**config.mk**
```make
export PLATFORM = sky130hd
export DESIGN_NAME = wrprot_cmd_dec
export DESIGN_NICKNAME = d
export VERILOG_FILES = /design/src/rtl/wpcd_pkg.sv /design/src/rtl/wpcd_seq.sv /design/src/rtl/wpcd_gate.sv /design/src/rtl/wpcd_idrd.sv /design/src/rtl/wrprot_cmd_dec.sv
export SDC_FILE = /design/constraint.sdc
export NUM_CORES = 1
export LEC_CHECK = 0
export BUFFER_PORTS_ARGS = -buffer_cell sky130_fd_sc_hd__buf_4
export CAP_MARGIN = 40
export CORE_UTILIZATION = 45
export CTS_BUF_LIST = sky130_fd_sc_hd__clkbuf_8
export DETAILED_ROUTE_END_ITERATION = 12
export GPL_TIMING_DRIVEN = 0
export PLACE_DENSITY_LB_ADDON = 0.25
export SLEW_MARGIN = 20
export SYNTH_ARGS = -nofsm -noshare
export SYNTH_HDL_FRONTEND = slang
export SYNTH_SLANG_ARGS = --single-unit
```
**constraint.sdc**
```tcl
create_clock -name clk -period 3.8 [get_ports clk]
set_input_delay 0.76 -clock clk [delete_from_list [all_inputs] [get_ports clk]]
set_output_delay 0.76 -clock clk [all_outputs]
set_load 0.01 [all_outputs]
```
**src/rtl/wpcd_pkg.sv**
```systemverilog
package wpcd_pkg;

  typedef enum logic [2:0] {
    ST_IDLE,
    ST_KA1,
    ST_KB1,
    ST_EXT,
    ST_KA2,
    ST_KB2
  } seq_st_t;

  typedef enum logic [2:0] {
    EV_NONE,
    EV_UNLOCK,
    EV_ID_OFF,
    EV_ERASE,
    EV_ID_ON,
    EV_PROT_OFF
  } cmd_ev_t;

endpackage

```
**src/rtl/wpcd_seq.sv**
```systemverilog
module wpcd_seq
  import wpcd_pkg::*;
#(
  parameter int unsigned ADDR_W      = 17,
  parameter int unsigned DATA_W      = 8,
  parameter int unsigned CMD_ADDR_A  = 32'h5555,
  parameter int unsigned CMD_ADDR_B  = 32'h2AAA,
  parameter logic [DATA_W-1:0] KEY_A        = 8'hAA,
  parameter logic [DATA_W-1:0] KEY_B        = 8'h55,
  parameter logic [DATA_W-1:0] OP_LOAD      = 8'hA0,
  parameter logic [DATA_W-1:0] OP_EXTEND    = 8'h80,
  parameter logic [DATA_W-1:0] OP_ID_EXIT   = 8'hF0,
  parameter logic [DATA_W-1:0] OP_ERASE     = 8'h10,
  parameter logic [DATA_W-1:0] OP_ID_ENTER  = 8'h60,
  parameter logic [DATA_W-1:0] OP_UNPROTECT = 8'h20,
  parameter int unsigned TMO_CYCLES  = 64
) (
  input  logic              clk,
  input  logic              rst,
  input  logic              wr_en,
  input  logic [ADDR_W-1:0] wr_addr,
  input  logic [DATA_W-1:0] wr_data,
  output cmd_ev_t           ev,
  output logic              take
);

  localparam int unsigned TW = $clog2(TMO_CYCLES + 1);
  localparam logic [ADDR_W-1:0] ADR_A = ADDR_W'(CMD_ADDR_A);
  localparam logic [ADDR_W-1:0] ADR_B = ADDR_W'(CMD_ADDR_B);
  localparam logic [TW-1:0] TMO_LAST = TW'(TMO_CYCLES - 1);

  seq_st_t st, nxt;
  logic [TW-1:0] gap_cnt;

  logic at_a, key_a_hit, key_b_hit;
  assign at_a      = (wr_addr == ADR_A);
  assign key_a_hit = at_a && (wr_data == KEY_A);
  assign key_b_hit = (wr_addr == ADR_B) && (wr_data == KEY_B);

  always_comb begin
    nxt  = ST_IDLE;
    ev   = EV_NONE;
    take = 1'b0;
    if (wr_en) begin
      unique case (st)
        ST_KA1, ST_KA2: if (key_b_hit) begin
          nxt  = (st == ST_KA1) ? ST_KB1 : ST_KB2;
          take = 1'b1;
        end
        ST_KB1: if (at_a) begin
          if (wr_data == OP_LOAD) begin
            ev = EV_UNLOCK; take = 1'b1;
          end else if (wr_data == OP_ID_EXIT) begin
            ev = EV_ID_OFF; take = 1'b1;
          end else if (wr_data == OP_EXTEND) begin
            nxt = ST_EXT; take = 1'b1;
          end
        end
        ST_EXT: if (key_a_hit) begin
          nxt = ST_KA2; take = 1'b1;
        end
        ST_KB2: if (at_a) begin
          if (wr_data == OP_ERASE) begin
            ev = EV_ERASE; take = 1'b1;
          end else if (wr_data == OP_ID_ENTER) begin
            ev = EV_ID_ON; take = 1'b1;
          end else if (wr_data == OP_UNPROTECT) begin
            ev = EV_PROT_OFF; take = 1'b1;
          end
        end
        default: ;
      endcase
      // a write that breaks the sequence may itself open a new one
      if (!take && key_a_hit) begin
        nxt  = ST_KA1;
        take = 1'b1;
      end
    end
  end

  always_ff @(posedge clk) begin
    if (rst) begin
      st      <= ST_IDLE;
      gap_cnt <= '0;
    end else if (wr_en) begin
      st      <= nxt;
      gap_cnt <= '0;
    end else if (st != ST_IDLE) begin
      if (gap_cnt == TMO_LAST) begin
        st      <= ST_IDLE;
        gap_cnt <= '0;
      end else begin
        gap_cnt <= gap_cnt + 1'b1;
      end
    end
  end

  AST_EV_NEEDS_WRITE: assert property (@(posedge clk) disable iff (rst)
    (ev != EV_NONE) |-> (wr_en && take));
  AST_EV_ENDS_SEQ: assert property (@(posedge clk) disable iff (rst)
    (ev != EV_NONE) |=> (st == ST_IDLE));
  AST_SEQ_GAP_BOUND: assert property (@(posedge clk) disable iff (rst)
    (st != ST_IDLE) |-> (gap_cnt < TW'(TMO_CYCLES)));
  AST_IDLE_GAP_CLEAR: assert property (@(posedge clk) disable iff (rst)
    (st == ST_IDLE) |-> (gap_cnt == '0));

endmodule

```
**src/rtl/wpcd_gate.sv**
```systemverilog
module wpcd_gate
  import wpcd_pkg::*;
#(
  parameter int unsigned TMO_CYCLES   = 64,
  parameter int unsigned ERASE_CYCLES = 1000
) (
  input  logic    clk,
  input  logic    rst,
  input  logic    wr_valid,
  input  logic    take,
  input  cmd_ev_t ev,
  output logic    win_open,
  output logic    load_ok,
  output logic    erase_start,
  output logic    erase_busy,
  output logic    id_mode
);

  localparam int unsigned TW = $clog2(TMO_CYCLES + 1);
  localparam int unsigned EW = $clog2(ERASE_CYCLES + 1);
  localparam logic [TW-1:0] TMO_LAST = TW'(TMO_CYCLES - 1);
  localparam logic [EW-1:0] ERS_LAST = EW'(ERASE_CYCLES - 1);

  logic prot_en;
  logic [TW-1:0] win_cnt;
  logic [EW-1:0] ers_cnt;
  logic data_wr;

  assign data_wr = wr_valid && !erase_busy && (win_open || (!prot_en && !take));

  always_ff @(posedge clk) begin
    if (rst) begin
      prot_en <= 1'b1;
      id_mode <= 1'b0;
      load_ok <= 1'b0;
    end else begin
      load_ok <= data_wr;
      unique case (ev)
        EV_UNLOCK:   prot_en <= 1'b1;
        EV_PROT_OFF: prot_en <= 1'b0;
        EV_ID_ON:    id_mode <= 1'b1;
        EV_ID_OFF:   id_mode <= 1'b0;
        default: ;
      endcase
    end
  end

  always_ff @(posedge clk) begin
    if (rst) begin
      win_open <= 1'b0;
      win_cnt  <= '0;
    end else if (ev == EV_UNLOCK || data_wr) begin
      win_open <= 1'b1;
      win_cnt  <= '0;
    end else if (win_open) begin
      if (win_cnt == TMO_LAST) begin
        win_open <= 1'b0;
        win_cnt  <= '0;
      end else begin
        win_cnt <= win_cnt + 1'b1;
      end
    end
  end

  always_ff @(posedge clk) begin
    if (rst) begin
      erase_start <= 1'b0;
      erase_busy  <= 1'b0;
      ers_cnt     <= '0;
    end else if (ev == EV_ERASE) begin
      erase_start <= 1'b1;
      erase_busy  <= 1'b1;
      ers_cnt     <= ERS_LAST;
    end else begin
      erase_start <= 1'b0;
      if (erase_busy) begin
        if (ers_cnt == '0) erase_busy <= 1'b0;
        else ers_cnt <= ers_cnt - 1'b1;
      end
    end
  end

  AST_LOAD_GATED: assert property (@(posedge clk) disable iff (rst)
    load_ok |-> ($past(win_open) || !$past(prot_en)));
  AST_ERASE_PULSE: assert property (@(posedge clk) disable iff (rst)
    erase_start |=> !erase_start);
  AST_BUSY_QUIET: assert property (@(posedge clk) disable iff (rst)
    (erase_busy && !erase_start) |-> !load_ok);
  AST_WIN_BOUND: assert property (@(posedge clk) disable iff (rst)
    win_open |-> (win_cnt < TW'(TMO_CYCLES)));
  AST_WIN_NO_CMD: assert property (@(posedge clk) disable iff (rst)
    win_open |-> (ev == EV_NONE));

endmodule

```
**src/rtl/wpcd_idrd.sv**
```systemverilog
module wpcd_idrd #(
  parameter int unsigned ADDR_W = 17,
  parameter int unsigned DATA_W = 8,
  parameter logic [DATA_W-1:0] MFR_CODE = 8'hDA,
  parameter logic [DATA_W-1:0] DEV_CODE = 8'hC1
) (
  input  logic              clk,
  input  logic              rst,
  input  logic              id_mode,
  input  logic [ADDR_W-1:0] rd_addr,
  output logic              id_rd_hit,
  output logic [DATA_W-1:0] id_rd_data
);

  logic is_mfr, is_dev;
  assign is_mfr = (rd_addr == ADDR_W'(0));
  assign is_dev = (rd_addr == ADDR_W'(1));

  always_ff @(posedge clk) begin
    if (rst) begin
      id_rd_hit  <= 1'b0;
      id_rd_data <= '0;
    end else begin
      id_rd_hit  <= id_mode && (is_mfr || is_dev);
      id_rd_data <= !id_mode ? '0 : is_mfr ? MFR_CODE : is_dev ? DEV_CODE : '0;
    end
  end

  AST_ID_OFF_NOHIT: assert property (@(posedge clk) disable iff (rst)
    !id_mode |=> !id_rd_hit);
  AST_HIT_CODE: assert property (@(posedge clk) disable iff (rst)
    id_rd_hit |-> (id_rd_data == MFR_CODE || id_rd_data == DEV_CODE));
  AST_MISS_ZERO: assert property (@(posedge clk) disable iff (rst)
    !id_rd_hit |-> (id_rd_data == '0));

endmodule

```
**src/rtl/wrprot_cmd_dec.sv**
```systemverilog
module wrprot_cmd_dec
  import wpcd_pkg::*;
#(
  parameter int unsigned ADDR_W       = 17,
  parameter int unsigned DATA_W       = 8,
  parameter int unsigned CMD_ADDR_A   = 32'h5555,
  parameter int unsigned CMD_ADDR_B   = 32'h2AAA,
  parameter logic [DATA_W-1:0] KEY_A        = 8'hAA,
  parameter logic [DATA_W-1:0] KEY_B        = 8'h55,
  parameter logic [DATA_W-1:0] OP_LOAD      = 8'hA0,
  parameter logic [DATA_W-1:0] OP_EXTEND    = 8'h80,
  parameter logic [DATA_W-1:0] OP_ID_EXIT   = 8'hF0,
  parameter logic [DATA_W-1:0] OP_ERASE     = 8'h10,
  parameter logic [DATA_W-1:0] OP_ID_ENTER  = 8'h60,
  parameter logic [DATA_W-1:0] OP_UNPROTECT = 8'h20,
  parameter logic [DATA_W-1:0] MFR_CODE     = 8'hDA,
  parameter logic [DATA_W-1:0] DEV_CODE     = 8'hC1,
  parameter int unsigned TMO_CYCLES   = 64,
  parameter int unsigned ERASE_CYCLES = 1000
) (
  input  logic              clk,
  input  logic              rst,
  input  logic              wr_valid,
  input  logic [ADDR_W-1:0] wr_addr,
  input  logic [DATA_W-1:0] wr_data,
  input  logic [ADDR_W-1:0] rd_addr,
  output logic              load_ok,
  output logic              erase_start,
  output logic              erase_busy,
  output logic              id_mode,
  output logic              id_rd_hit,
  output logic [DATA_W-1:0] id_rd_data
);

  cmd_ev_t ev;
  logic take, win_open, seq_en;

  assign seq_en = wr_valid && !win_open && !erase_busy;

  wpcd_seq #(
    .ADDR_W(ADDR_W), .DATA_W(DATA_W),
    .CMD_ADDR_A(CMD_ADDR_A), .CMD_ADDR_B(CMD_ADDR_B),
    .KEY_A(KEY_A), .KEY_B(KEY_B),
    .OP_LOAD(OP_LOAD), .OP_EXTEND(OP_EXTEND), .OP_ID_EXIT(OP_ID_EXIT),
    .OP_ERASE(OP_ERASE), .OP_ID_ENTER(OP_ID_ENTER), .OP_UNPROTECT(OP_UNPROTECT),
    .TMO_CYCLES(TMO_CYCLES)
  ) seq_i (
    .clk(clk), .rst(rst), .wr_en(seq_en),
    .wr_addr(wr_addr), .wr_data(wr_data),
    .ev(ev), .take(take)
  );

  wpcd_gate #(
    .TMO_CYCLES(TMO_CYCLES), .ERASE_CYCLES(ERASE_CYCLES)
  ) gate_i (
    .clk(clk), .rst(rst), .wr_valid(wr_valid),
    .take(take), .ev(ev), .win_open(win_open),
    .load_ok(load_ok), .erase_start(erase_start),
    .erase_busy(erase_busy), .id_mode(id_mode)
  );

  wpcd_idrd #(
    .ADDR_W(ADDR_W), .DATA_W(DATA_W),
    .MFR_CODE(MFR_CODE), .DEV_CODE(DEV_CODE)
  ) idrd_i (
    .clk(clk), .rst(rst), .id_mode(id_mode), .rd_addr(rd_addr),
    .id_rd_hit(id_rd_hit), .id_rd_data(id_rd_data)
  );

endmodule

```
### After elaboration in Yosys (flattened, before gate mapping)

Index checks and enable logic that the tools add are counted.

* output and inout bits: 13
* flip-flop bits (word level): 42

* equality and inequality tests: 24
* bitwise logic cells: 2
* muxes and demuxes: 51
* reduce and logical (&&, ||, !) cells: 34
* $add $sub $neg: 3

Operators by type and width (count)
* two-way mux 3 bit: 17
* == test 8 bit, second input constant: 4
* two-way mux 10 bit: 3
* two-way mux 1 bit: 20
* == test 17 x 1 -> 1 bit, second input constant: 1
* == test 17 x 14 -> 1 bit, second input constant: 1
* == test 17 x 15 -> 1 bit, second input constant: 1
* logical NOT 17 bit: 1
* == test 8 x 7 -> 1 bit, second input constant: 2
* two-way mux 8 bit: 2
* adder 7 x 1 -> 7 bit, second input constant: 2
* == test 7 x 6 -> 1 bit, second input constant: 2
* two-way mux 7 bit: 2
* == test 3 x 2 -> 1 bit, second input constant: 4
* == test 3 bit, second input constant: 4
* logical NOT 10 bit: 1
* nonzero test 2 bit: 5
* OR reduction 2 bit: 5
* subtractor 10 x 1 -> 10 bit, second input constant: 1
* logical AND 1 bit: 9
* one-hot mux 3 bit (3 select lines): 1
* == test 8 x 5 -> 1 bit, second input constant: 1
* == test 8 x 6 -> 1 bit, second input constant: 1
* == test 3 x 1 -> 1 bit, second input constant: 2
* 11 further kinds: 22

### Logic depth before layout (Yosys ltp)

Gate-level depths: netlist of run 1.

* depth in word-level cells: 17
* mapped depth: 7
* gate-level depth less buffers: 7

### By module

From an unflattened synthesis of run 1, not the netlist that was laid out.

* cells, all modules: 250
* area, all modules: 2138.3 um^2

Modules (own cells, without submodules)
* wpcd_gate: times used 1, cells each 120, area each 1079.8 um^2
* wpcd_seq: times used 1, cells each 108, area each 842.1 um^2
* wpcd_idrd: times used 1, cells each 21, area each 203.9 um^2
* wrprot_cmd_dec: times used 1, cells each 1, area each 12.5 um^2

### Least setup slack after synthesis of run 1

Ideal clock, no wire load.

* path type: input -> register
* start point: input port wr_data[6]
* end point: register gate_i.win_open
* data arrival time: 2.239 ns
* slack: 1.440 ns
* stages on the path: 6
* data required time: 3.678 ns
* path buffers: 1
* cells stage by stage: buf_2 > or3b_2 > a2111oi_2 > or4b_1 > a21oi_1 > o311a_1

* longest elaborated chain between the ends: 17

Ends and longest elaborated chain
* start, declared: line wrprot_cmd_dec.sv:25 `input logic [DATA_W-1:0] wr_data,`
* == test 8 x 6 -> 1 bit / == test 8 bit (equally long branches): line wpcd_seq.sv:67, wpcd_seq.sv:55
* two-way mux 1 bit, on equally long branches: line wpcd_seq.sv:67, wpcd_seq.sv:55
* two-way mux 1 bit, on equally long branches: line wpcd_seq.sv:65, wpcd_seq.sv:53
* two-way mux 1 bit, on equally long branches: line wpcd_seq.sv:63, wpcd_seq.sv:51
* two-way mux 1 bit, on equally long branches: line wpcd_seq.sv:62, wpcd_seq.sv:50
* one-hot mux 1 bit (4 select lines): line wpcd_seq.sv:45 `unique case (st)`
* two-way mux 1 bit: line wpcd_seq.sv:44 `if (wr_en) begin`
* logical NOT 1 bit: line wpcd_seq.sv:74 `if (!take && key_a_hit) begin`
* logical AND 1 bit: line wpcd_seq.sv:74
* two-way mux 1 bit: line wpcd_seq.sv:74
* two-way mux 1 bit: line wpcd_seq.sv:44
* logical NOT 1 bit: line wpcd_gate.sv:29 `assign data_wr = wr_valid && !erase_busy && (win_open || (!prot_en && !take));`
* logical AND 1 bit: line wpcd_gate.sv:29
* logical OR 1 bit: line wpcd_gate.sv:29
* logical AND 1 bit: line wpcd_gate.sv:29
* logical OR 1 bit (*): line wpcd_gate.sv:52 `end else if (ev == EV_UNLOCK || data_wr) begin`
* two-way mux 1 bit (*): line wpcd_gate.sv:52
* end signal, assigned: line wpcd_gate.sv:50 `win_open <= 1'b0;`
* end signal, assigned: line wpcd_gate.sv:53 `win_open <= 1'b1;`
* end signal, assigned: line wpcd_gate.sv:57 `win_open <= 1'b0;`
* end, declared: line wpcd_gate.sv:12 `output logic win_open,`

Mark *: on every way between the ends. The rest lies on a longest branch, timed or not. The select of a mux whose other input is x is not followed.
A chain may end at the register's enable or synchronous reset.

### Final worst setup path of run 1

* start point: input port wr_data[1]
* end point: register gate_i.ers_cnt[3]

* longest elaborated chain between the ends: 9

Ends and longest elaborated chain
* == test 8 x 6 -> 1 bit: line wpcd_seq.sv:67 `end else if (wr_data == OP_UNPROTECT) begin`
* two-way mux 3 bit: line wpcd_seq.sv:67
* two-way mux 3 bit: line wpcd_seq.sv:65 `end else if (wr_data == OP_ID_ENTER) begin`
* two-way mux 3 bit: line wpcd_seq.sv:63 `if (wr_data == OP_ERASE) begin`
* two-way mux 3 bit: line wpcd_seq.sv:62 `ST_KB2: if (at_a) begin`
* one-hot mux 3 bit (2 select lines) (*): line wpcd_seq.sv:45
* two-way mux 3 bit (*): line wpcd_seq.sv:44
* == test 3 x 2 -> 1 bit (*): line wpcd_gate.sv:70 `end else if (ev == EV_ERASE) begin`
* OR reduction 2 bit (no source line) (*)
* end signal, assigned: line wpcd_gate.sv:78 `else ers_cnt <= ers_cnt - 1'b1;`
* end, declared: line wpcd_gate.sv:26 `logic [EW-1:0] ers_cnt;`

Mark *: on every way between the ends. The rest lies on a longest branch, timed or not.

==> impl_metrics.env, run 1 <==
export IMPL_via_count=2077
export IMPL_r2r_end="gate_i.win_cnt[5]$_SDFFE_PP0P_"
export IMPL_leakage_uw=0.00112
export IMPL_cp_top_family="simple AND/OR/NAND/NOR gates"
export IMPL_crit_path_max_incr_delay_ns=0.57
export IMPL_final_area_sq_um=2760
export IMPL_placed_area_sq_um=2650
export IMPL_top_layer="met4"
export IMPL_worstPathCellList="buf_4, or4_1, nor3_1, nand3b_1, clkbuf_1, and3_1"
export IMPL_drc=0
export IMPL_critPathSlowestCell="or4_1"
export IMPL_clkLatencyLatePin_ns=0.29
export IMPL_syn_to_final_growth_pct=27.2
export IMPL_vias_per_cell=5.63
export IMPL_ys_seq_area_frac=0.341
export IMPL_critPathCapture="gate_i.ers_cnt[3]$_SDFFE_PP0P_"
export IMPL_start_kind="input pin"
export IMPL_cp_depth=6
export IMPL_place_ws_ns=1.17
export IMPL_reg2regPathDepth=6
export IMPL_crit_buf_inv=2
export IMPL_relSlewSlack=0.533
export IMPL_overflow=0
export IMPL_die_height_um=71.5
export IMPL_setup_viol=0
export IMPL_yosys_area_top_type="dfxtp_1"
export IMPL_syn_avg_cell_area_sq_um=8.55
export IMPL_io_pins=58
export IMPL_tightest_slew_ns=0.695
export IMPL_cts_tree="done"
export IMPL_drive_gt1_frac=0.278
export IMPL_drt_total_wl_um=4960
export IMPL_clkSinkCount=37
export IMPL_clk_root_buffer_cell="clkbuf_8"
export IMPL_yosysWarningCount=0
export IMPL_rsz0062_at_grt="false"
export IMPL_rrSetupSlack_ns=1.64
export IMPL_cp_max_fo=10
export IMPL_timing_fmax_mhz=425
export IMPL_worstPathRequired_ns=3.98
export IMPL_cts_setup_buffers=0
export IMPL_synth_cell_types=60
export IMPL_antenna_found_initial=0
export IMPL_timing_hold_ws_ns=0.474
export IMPL_grtUsageTotal=0.204
export IMPL_cts_resized=0
export IMPL_cp_arrival_ns=2.54
export IMPL_rows=24
export IMPL_ir_drop_mv=0.176
export IMPL_maxCapViolCount=0
export IMPL_wl_met2_um=2350
export IMPL_grt_max_degree=12
export IMPL_synthTopCellsByArea="dfxtp_1, nor2_1, nor3_1"
export IMPL_period_share=0.619
export IMPL_grt_first_pass_wirelength_um=8290
export IMPL_netlist_instances=254
export IMPL_dieArea_sq_um=5110
export IMPL_start_util=0.482
export IMPL_ys_flop_type="dfxtp_1"
export IMPL_layout_common_cells="buf_4, dfxtp_1, nor2_1"
export IMPL_firstDrtPassIters=4
export IMPL_setup_tns_ns=0
export IMPL_synth_cell_area_sq_um=2170
export IMPL_post_drt_wl_per_cell_um=13.4
export IMPL_crit_start="wr_data[1]"
export IMPL_diodes=0
export IMPL_grt_pass1_vias=1916
export IMPL_gp_congestion=0.887
export IMPL_power_density_nw_per_um2=294
export IMPL_clock_path_buffers=2
export IMPL_synth_edf_count=0
export IMPL_async_flop_share=0
export IMPL_outcome="completed"
export IMPL_crit_type="input pin to flop"
export IMPL_finalMaxSlewViolations=0
export IMPL_finalHoldViolCount=0
export IMPL_ctsHoldBuffers=0
export IMPL_detail_route_antenna_nets=0
export IMPL_post_route_worst_setup_slack_ns=1.45
export IMPL_critPathCaptureType="flop"
export IMPL_hpwl_um=3850
export IMPL_min_period_ns=2.35
export IMPL_cts_buffers=5
export IMPL_synth_top_area_frac=0.341
export IMPL_dr_wl_met3_um=166
export IMPL_core_sq_um=4500
export IMPL_layout_commonest_cell="buf_4"
export IMPL_h_tree_depth=2
export IMPL_numPortBuffers=54
export IMPL_chipWidth_um=71.5
export IMPL_m1WireLength_um=2350
export IMPL_hold_class="flop to flop"
export IMPL_ys_ff_latch=37
export IMPL_nets=364
export IMPL_clk_pin_slew_worst_paths_ns=0.08
export IMPL_drt_iter0_markers=71
export IMPL_fin_worst_skew_ns=0.0105
export IMPL_r2r_start="seq_i.st[0]$_SDFFE_PP0P_"
worst min-delay path by stage:
| stage | startpoint | end | slack, ns | cells past startpoint |
|---|---|---|---|---|
| global placement | seq_i.gap_cnt[1]$_SDFFE_PP0P_ | seq_i.gap_cnt[1]$_SDFFE_PP0P_ | 0.46 | 2 |
| floorplan | gate_i.prot_en$_SDFFE_PP1P_ | gate_i.prot_en$_SDFFE_PP1P_ | 0.44 | 2 |
| finish | seq_i.gap_cnt[1]$_SDFFE_PP0P_ | seq_i.gap_cnt[1]$_SDFFE_PP0P_ | 0.47 | 2 |
| detailed placement | gate_i.win_cnt[6]$_SDFFE_PP0P_ | gate_i.win_cnt[6]$_SDFFE_PP0P_ | 0.46 | 2 |
| global route | seq_i.gap_cnt[1]$_SDFFE_PP0P_ | seq_i.gap_cnt[1]$_SDFFE_PP0P_ | 0.50 | 2 |
| CTS | gate_i.win_cnt[6]$_SDFFE_PP0P_ | gate_i.win_cnt[6]$_SDFFE_PP0P_ | 0.48 | 2 |
registers in the layout, indices dropped and copies added (netlist names):
signal,count
gate_i.erase_start,1
gate_i.win_open,1
idrd_i.id_rd_data,3
gate_i.win_cnt,7
gate_i.ers_cnt,10
idrd_i.id_rd_hit,1
gate_i.prot_en,1
seq_i.gap_cnt,7
gate_i.id_mode,1
seq_i.st,3
gate_i.erase_busy,1
gate_i.load_ok,1
metal layers:
layer / vias to the layer above / track usage
li1: 1066 / -
met1: 951 / 0.252
met2: 50 / 0.351
met3: 10 / 0.0352
met4: 0 / 0.0871
met5: - / 0
per-stage QoR:
step / utilization / power (uW) / std cells
finish: 0.613 / 813 / 369
global route: 0.613 / 841 / 369
CTS: 0.613 / 822 / 369
detailed placement: 0.587 / 475 / 361
global placement: 0.587 / 474 / 361
floorplan: - / 428 / 255
tightest hold or removal path, stage by stage, from the launching register on:
cell     delay [ns]
dfxtp_1        0.33
nand2_1        0.06
a21oi_1        0.05
cells by family (layout without fill, tap and decap cells):
kind of cell	count (synthesis)	after routing	synth area share
AOI/OAI and AO/OA	42	42	0.134
xor gates and xnor gates	15	15	0.0605
adders and majority gates	3	3	0.0173
buffers and inverters	17	79	0.0490
DFF	37	37	0.341
muxes	3	3	0.0144
other	1	2	0.00173
and+or+nand+nor	136	136	0.382
area by class of cell:
type	count	area, sq um
Fill cell	405	1740
Multi-Input combinational cell	201	1330
Tap cell	52	65.1
Clock buffer	6	82.6
Inverter	5	18.8
Sequential cell	37	741
Buffer	12	87.6
Timing Repair Buffer	54	405
Clock inverter	2	33.8
synth_stat cells (2+ instances only):
cell type and n:
and3_1 5, buf_6 3, nor4_1 11, xnor2_1 7, o41ai_1 2, nand3_1 12
nor2b_1 2, or4_1 4, and2_1 3, nor3_1 15, ha_1 3, and4b_1 2
or3_1 3, nor3b_1 4, nor2_1 23, nor4b_1 2, or3_2 2, or3b_2 3
buf_4 5, nand2_1 12, nand4_1 6, xor2_1 8, dfxtp_1 37, a21oi_1 14
or2_2 2, inv_1 5, mux2i_1 2, nor4bb_1 4, a21o_1 2, o21ai_0 10
clkbuf_1 3, nand3b_1 4, a32oi_1 2, a31oi_1 2, nand2b_1 4, or4b_1 2
power by group:
part	switching (uW)	internal [uW]
Combinational	34.2	43.5
Clock	135	211
Sequential	0.612	388
No activity file was read; power rests on OpenSTA's default activity.
==> run 2, diff against run 1 <==
==> constraint.sdc (replaced) <==
create_clock -name clk -period 2.3 [get_ports clk]
set_input_delay 0.46 -clock clk [delete_from_list [all_inputs] [get_ports clk]]
set_output_delay 0.46 -clock clk [all_outputs]
set_load 0.01 [all_outputs]
==> run 2 against run 1 <==
Worst hold slack worse by 0.14 ns. Combinational power is 66% higher. Non-clock buffer count stayed put. Core utilization is 0.14 points higher. Critical endpoint is now gate_i.win_cnt[5]$_SDFFE_PP0P_. Highest routed layer unchanged.
==> impl_metrics.env, run 2 (same netlist as run 1, synthesis figures left out) <==
export IMPL_outcome="completed"
export IMPL_final_area_sq_um=2770
export IMPL_switching_share=0.209
export IMPL_hpwl_um=3850
export IMPL_via_count=2095
export IMPL_start_util=0.482
export IMPL_diodes=0
export IMPL_wl_met2_um=2360
export IMPL_chipWidth_um=71.5
export IMPL_period_share=0.933
export IMPL_grt_first_pass_wirelength_um=8290
export IMPL_hold_class="input pin to flop"
export IMPL_nets=364
export IMPL_drt_iter0_markers=76
export IMPL_largest_reg_flops=10
export IMPL_finalMaxSlewViolations=0
export IMPL_worstPathRequired_ns=2.46
export IMPL_worstPathCellList="buf_6, or4b_4, nor4_1, a31oi_1, o21ai_1, nor4_1"
export IMPL_die_height_um=71.5
export IMPL_core_sq_um=4500
export IMPL_r2r_start="seq_i.st[0]$_SDFFE_PP0P_"
export IMPL_final_instance_count_excl_fill=369
export IMPL_drt_total_wl_um=4960
export IMPL_firstDrtPassIters=4
export IMPL_numPortBuffers=54
export IMPL_hold_depth=2
export IMPL_cts_setup_buffers=0
export IMPL_crit_path_max_incr_delay_ns=0.55
export IMPL_p_int_uw=1060
export IMPL_min_period_ns=2.15
export IMPL_clockPowerShare=0.426
export IMPL_detail_route_antenna_nets=0
export IMPL_rrSetupSlack_ns=0.15
export IMPL_top_regs="gate_i.ers_cnt: 10 flops, gate_i.win_cnt: 7 flops, seq_i.gap_cnt: 7 flops"
export IMPL_leakage_uw=0.00112
export IMPL_place_ws_ns=-0.0325
export IMPL_h_tree_depth=2
export IMPL_fin_worst_skew_ns=0.0107
export IMPL_post_drt_wl_per_cell_um=13.4
export IMPL_dp_cells=361
export IMPL_clk_pin_slew_worst_paths_ns=0.08
export IMPL_dr_wl_met3_um=197
export IMPL_ir_drop_mv=0.290
export IMPL_rows=24
export IMPL_gp_congestion=0.887
export IMPL_ctsHoldBuffers=0
export IMPL_power_switching_uw=280
export IMPL_setup_viol=0
export IMPL_grt_pass1_vias=1916
export IMPL_vias_per_cell=5.68
export IMPL_start_kind="flop"
export IMPL_seq_area_sq_um=741
export IMPL_antenna_found_initial=0
export IMPL_reg2regPathDepth=6
export IMPL_m1WireLength_um=2310
export IMPL_cp_max_fo=10
export IMPL_syn_to_final_growth_pct=27.5
export IMPL_grt_max_degree=12
export IMPL_critPathCaptureType="flop"
export IMPL_utilization=0.614
export IMPL_top_layer="met4"
export IMPL_r2r_end="gate_i.win_cnt[5]$_SDFFE_PP0P_"
export IMPL_critPathSlowestCell="or4b_4"
export IMPL_overflow=0
export IMPL_drc=0
export IMPL_clk_root_buffer_cell="clkbuf_8"
export IMPL_io_pins=58
export IMPL_top_register="gate_i.ers_cnt"
export IMPL_cp_arrival_ns=2.31
export IMPL_clkLatencyLatePin_ns=0.29
export IMPL_timing_fmax_mhz=466
export IMPL_clkSinkCount=37
export IMPL_tightest_slew_ns=0.712
export IMPL_layout_commonest_cell="buf_4"
export IMPL_crit_type="flop to flop"
export IMPL_p_seq_frac=0.479
export IMPL_relSlewSlack=0.522
export IMPL_maxCapViolCount=0
export IMPL_placed_area_sq_um=2650
export IMPL_clock_path_buffers=2
export IMPL_power_density_nw_per_um2=485
export IMPL_finalHoldViolCount=0
export IMPL_min_from="rd_addr[0]"
export IMPL_hold_end="idrd_i.id_rd_data[4]$_SDFF_PP0_"
export IMPL_post_route_worst_setup_slack_ns=0.154
export IMPL_cts_buffers=5
export IMPL_rsz0062_at_grt="false"
export IMPL_layout_common_cells="buf_4, dfxtp_1, nor2_1"
export IMPL_cts_tree="done"
export IMPL_multiInputGateArea_sq_um=1330
export IMPL_dieArea_sq_um=5110
export IMPL_combPwrFrac=0.096
export IMPL_setup_tns_ns=0
export IMPL_fillers=402
export IMPL_grtUsageTotal=0.204
export IMPL_drive_gt1_frac=0.281
export IMPL_path_common_cell="nor4_1"
[run 2: cell counts in the layout (fill, tap and decap cells not counted)]
Identical to the previous run, type by type.
[run 2: worst max-delay path by stage]
| stage | start | slack, ns | end | cells after the start |
|---|---|---|---|---|
| 6_report | seq_i.st[0]$_SDFFE_PP0P_ | 0.15 | gate_i.win_cnt[5]$_SDFFE_PP0P_ | 6 |
| 5_1_grt | seq_i.st[0]$_SDFFE_PP0P_ | 0.03 | gate_i.win_cnt[5]$_SDFFE_PP0P_ | 6 |
| 4_1_cts | gate_i.ers_cnt[0]$_SDFFE_PP0P_ | 0.18 | gate_i.ers_cnt[4]$_SDFFE_PP0P_ | 7 |
| 3_3_place_gp | wr_data[1] | 0.02 | gate_i.ers_cnt[3]$_SDFFE_PP0P_ | 6 |
| 3_5_place_dp | wr_data[1] | -0.03 | gate_i.ers_cnt[3]$_SDFFE_PP0P_ | 6 |
| 2_1_floorplan | wr_data[6] | 0.24 | gate_i.win_open$_SDFF_PP0_ | 6 |
[run 2: cell type report]
class,instances,area share
tap,52,0.0235
inverter,5,0.00678
multi-input combinational,201,0.482
buffer,12,0.0316
timing repair buffer,54,0.146
clock inverter,2,0.0122
clock buffer,6,0.0298
sequential,37,0.268
[run 2: metrics by stage]
stage               total power, uW  hold WS, ns
floorplan                       707        0.437
global placement                783        0.463
detailed placement              785        0.465
CTS                            1360        0.331
global route                   1390        0.337
finish                         1340        0.336
[run 2: routing by layer]
metal / track usage / vias up
met5: 0 / -
met4: 0.0871 / 0
li1: - / 1068
met2: 0.351 / 59
met3: 0.0352 / 10
met1: 0.252 / 958
[run 2: power by group through the flow]
stage	Sequential [uW]	Combinational, uW	Clock [uW]
finish	643	129	571
global route	642	139	609
CTS	642	128	587
detailed placement	657	128	0
global placement	657	125	0
floorplan	657	49.8	0
[run 2: worst max-delay path, delay by kind of cell, from the launching register on]
kind / cells / cell delay (ns)
flops: 1 / 0.32
simple gates: 3 / 1.03
compound gates: 2 / 0.53
buf+inv: 1 / 0.13
[run 2: what timing repair did]
item / CTS / global route
setup endpoints to repair: 0 / 3
gates resized for setup: 0 / 2
hold endpoints to repair: 0 / 0
==> run 3, diff against run 2 <==
--- a/config.mk
+++ b/config.mk
@@ -6,8 +6,10 @@
 export NUM_CORES = 1
 export LEC_CHECK = 0
 export BUFFER_PORTS_ARGS = -buffer_cell sky130_fd_sc_hd__buf_4
-export CAP_MARGIN = 40
-export CORE_UTILIZATION = 45
+export CAP_MARGIN = 20
+export CELL_PAD_IN_SITES_DETAIL_PLACEMENT = 0
+export CELL_PAD_IN_SITES_GLOBAL_PLACEMENT = 1
+export CORE_UTILIZATION = 40
 export CTS_BUF_LIST = sky130_fd_sc_hd__clkbuf_8
 export DETAILED_ROUTE_END_ITERATION = 12
 export GPL_TIMING_DRIVEN = 0
==> run 3 against run 2 <==
Clock power about the same. Global-route usage down 1.7 points. Final area increased by 0.72%. Register-to-register slack hardly changed. Clock-buffer cell count stayed put. Wire length increased by 1.3%. First-iteration DRC count decreased by 25%. Die area is 12% higher. Non-clock buffer count stayed put.
==> impl_metrics.env, run 3 (same netlist as run 1, synthesis figures left out) <==
export IMPL_outcome="completed"
export IMPL_die_height_um=75.7
export IMPL_crit_buf_inv=1
export IMPL_maxCapViolCount=0
export IMPL_io_pins=58
export IMPL_final_area_sq_um=2790
export IMPL_core_sq_um=5170
export IMPL_finalHoldViolCount=0
export IMPL_cts_tree="done"
export IMPL_worstPathRequired_ns=2.48
export IMPL_clkLatencyLatePin_ns=0.28
export IMPL_via_count=2068
export IMPL_drive_gt1_frac=0.281
export IMPL_firstDrtPassIters=4
export IMPL_cp_arrival_ns=2.34
export IMPL_syn_to_final_growth_pct=28.4
export IMPL_utilization=0.539
export IMPL_cp_depth=7
export IMPL_rsz0062_at_grt="false"
export IMPL_clk_root_buffer_cell="clkbuf_8"
export IMPL_cp_top_family="simple AND/OR/NAND/NOR gates"
export IMPL_cp_max_fo=4
export IMPL_timing_fmax_mhz=464
export IMPL_drc=0
export IMPL_rows=26
export IMPL_hold_class="input pin to flop"
export IMPL_placed_area_sq_um=2670
export IMPL_drt_total_wl_um=5020
export IMPL_timing_hold_ws_ns=0.337
export IMPL_top_regs="gate_i.ers_cnt: 10 flops, gate_i.win_cnt: 7 flops, seq_i.gap_cnt: 7 flops"
export IMPL_worstPathCellList="inv_1, ha_1, or3b_2, nor4_1, nor4_1, xor2_1, and3_1"
export IMPL_chipWidth_um=75.7
export IMPL_cts_buffers=5
export IMPL_fin_worst_skew_ns=0.00788
export IMPL_min_period_ns=2.16
export IMPL_grt_pass1_vias=1799
export IMPL_clk_pin_slew_worst_paths_ns=0.07
export IMPL_clockPowerShare=0.426
export IMPL_path_common_cell="nor4_1"
export IMPL_relSlewSlack=0.583
export IMPL_nets=364
export IMPL_setup_viol=0
export IMPL_combPwrFrac=0.096
export IMPL_clkSinkCount=37
export IMPL_start_util=0.420
export IMPL_top_register="gate_i.ers_cnt"
export IMPL_grt_max_degree=12
export IMPL_switching_share=0.208
export IMPL_ctsHoldBuffers=0
export IMPL_power_density_nw_per_um2=482
export IMPL_detail_route_antenna_nets=0
export IMPL_tightest_slew_ns=0.620
export IMPL_post_drt_wl_per_cell_um=13.0
export IMPL_crit_path_max_incr_delay_ns=0.52
export IMPL_antenna_found_initial=0
export IMPL_diodes=0
export IMPL_numPortBuffers=54
export IMPL_setup_tns_ns=0
export IMPL_critPathCaptureType="flop"
export IMPL_start_kind="flop"
export IMPL_p_seq_frac=0.479
export IMPL_cts_setup_buffers=0
export IMPL_drt_iter0_markers=57
export IMPL_dieArea_sq_um=5730
export IMPL_finalMaxSlewViolations=0
export IMPL_clock_path_buffers=2
export IMPL_ir_drop_mv=0.221
export IMPL_power_switching_uw=280
export IMPL_hpwl_um=3940
export IMPL_p_int_uw=1060
export IMPL_vias_per_cell=5.34
export IMPL_gp_congestion=0.773
export IMPL_cts_resized=0
export IMPL_overflow=0
export IMPL_hold_depth=2
export IMPL_crit_type="flop to flop"
export IMPL_critPathSlowestCell="or3b_2"
export IMPL_h_tree_depth=2
export IMPL_grt_first_pass_wirelength_um=8170
export IMPL_reg2regPathDepth=7
export IMPL_layout_common_cells="buf_4, dfxtp_1, nor2_1"
export IMPL_leakage_uw=0.00112
export IMPL_largest_reg_flops=10
export IMPL_layout_commonest_cell="buf_4"
export IMPL_period_share=0.938
export IMPL_grtUsageTotal=0.187
==> run 3: cell counts in the layout (fill, tap and decap cells not counted) <==
Identical to the previous run, type by type.
==> run 3: metrics by stage <==
stage | power (uW) | worst slack [ns] | std cells
2_1_floorplan | 707 | 0.240 | 255
3_3_place_gp | 784 | -0.0280 | 379
3_5_place_dp | 786 | -0.0600 | 379
4_1_cts | 1350 | 0.163 | 387
5_1_grt | 1400 | 0.0302 | 387
6_report | 1340 | 0.144 | 387
==> run 3: worst reg2reg max path, delay by kind of cell, from the launching register on <==
kind          cells  cell delay [ns]
fa+ha+maj         1             0.22
simple gates      4             1.26
buf+inv           1             0.10
xor+xnor          1             0.16
flops             1             0.32
==> run 3: cell type report <==
class	instances	area, sq um
plain buffers	12	87.6
clock buffers	6	82.6
clock inverters	2	33.8
fillers	497	2380
inverters	5	18.8
multi-input cells	201	1330
flip-flops and latches	37	741
well taps	70	87.6
repair buffers	54	405
==> run 3: final timing paths <==
path	startpoint	end	slack, ns
hold / removal	rd_addr[0]	idrd_i.id_rd_data[4]$_SDFF_PP0_	0.34
setup reg to reg	gate_i.ers_cnt[0]$_SDFFE_PP0P_	gate_i.ers_cnt[4]$_SDFFE_PP0P_	0.14
setup / recovery	gate_i.ers_cnt[0]$_SDFFE_PP0P_	gate_i.ers_cnt[4]$_SDFFE_PP0P_	0.14
hold reg to reg	gate_i.win_cnt[6]$_SDFFE_PP0P_	gate_i.win_cnt[6]$_SDFFE_PP0P_	0.48
==> run 3: power by group through the flow <==
stage	registers [uW]	logic, uW	clock network (uW)
6_report	642	129	572
5_1_grt	642	141	613
4_1_cts	642	129	584
3_5_place_dp	657	129	0
3_3_place_gp	657	127	0
2_1_floorplan	657	49.8	0
==> run 3: metal layers <==
layer / vias to the layer above / wire [um] / global-route usage / part of all wire
met5: - / 0 / 0 / 0
met4: 0 / 70 / 0.0556 / 0.014
met3: 6 / 166 / 0.0317 / 0.033
met2: 42 / 2310 / 0.295 / 0.46
met1: 949 / 2480 / 0.263 / 0.49
li1: 1071 / - / - / -
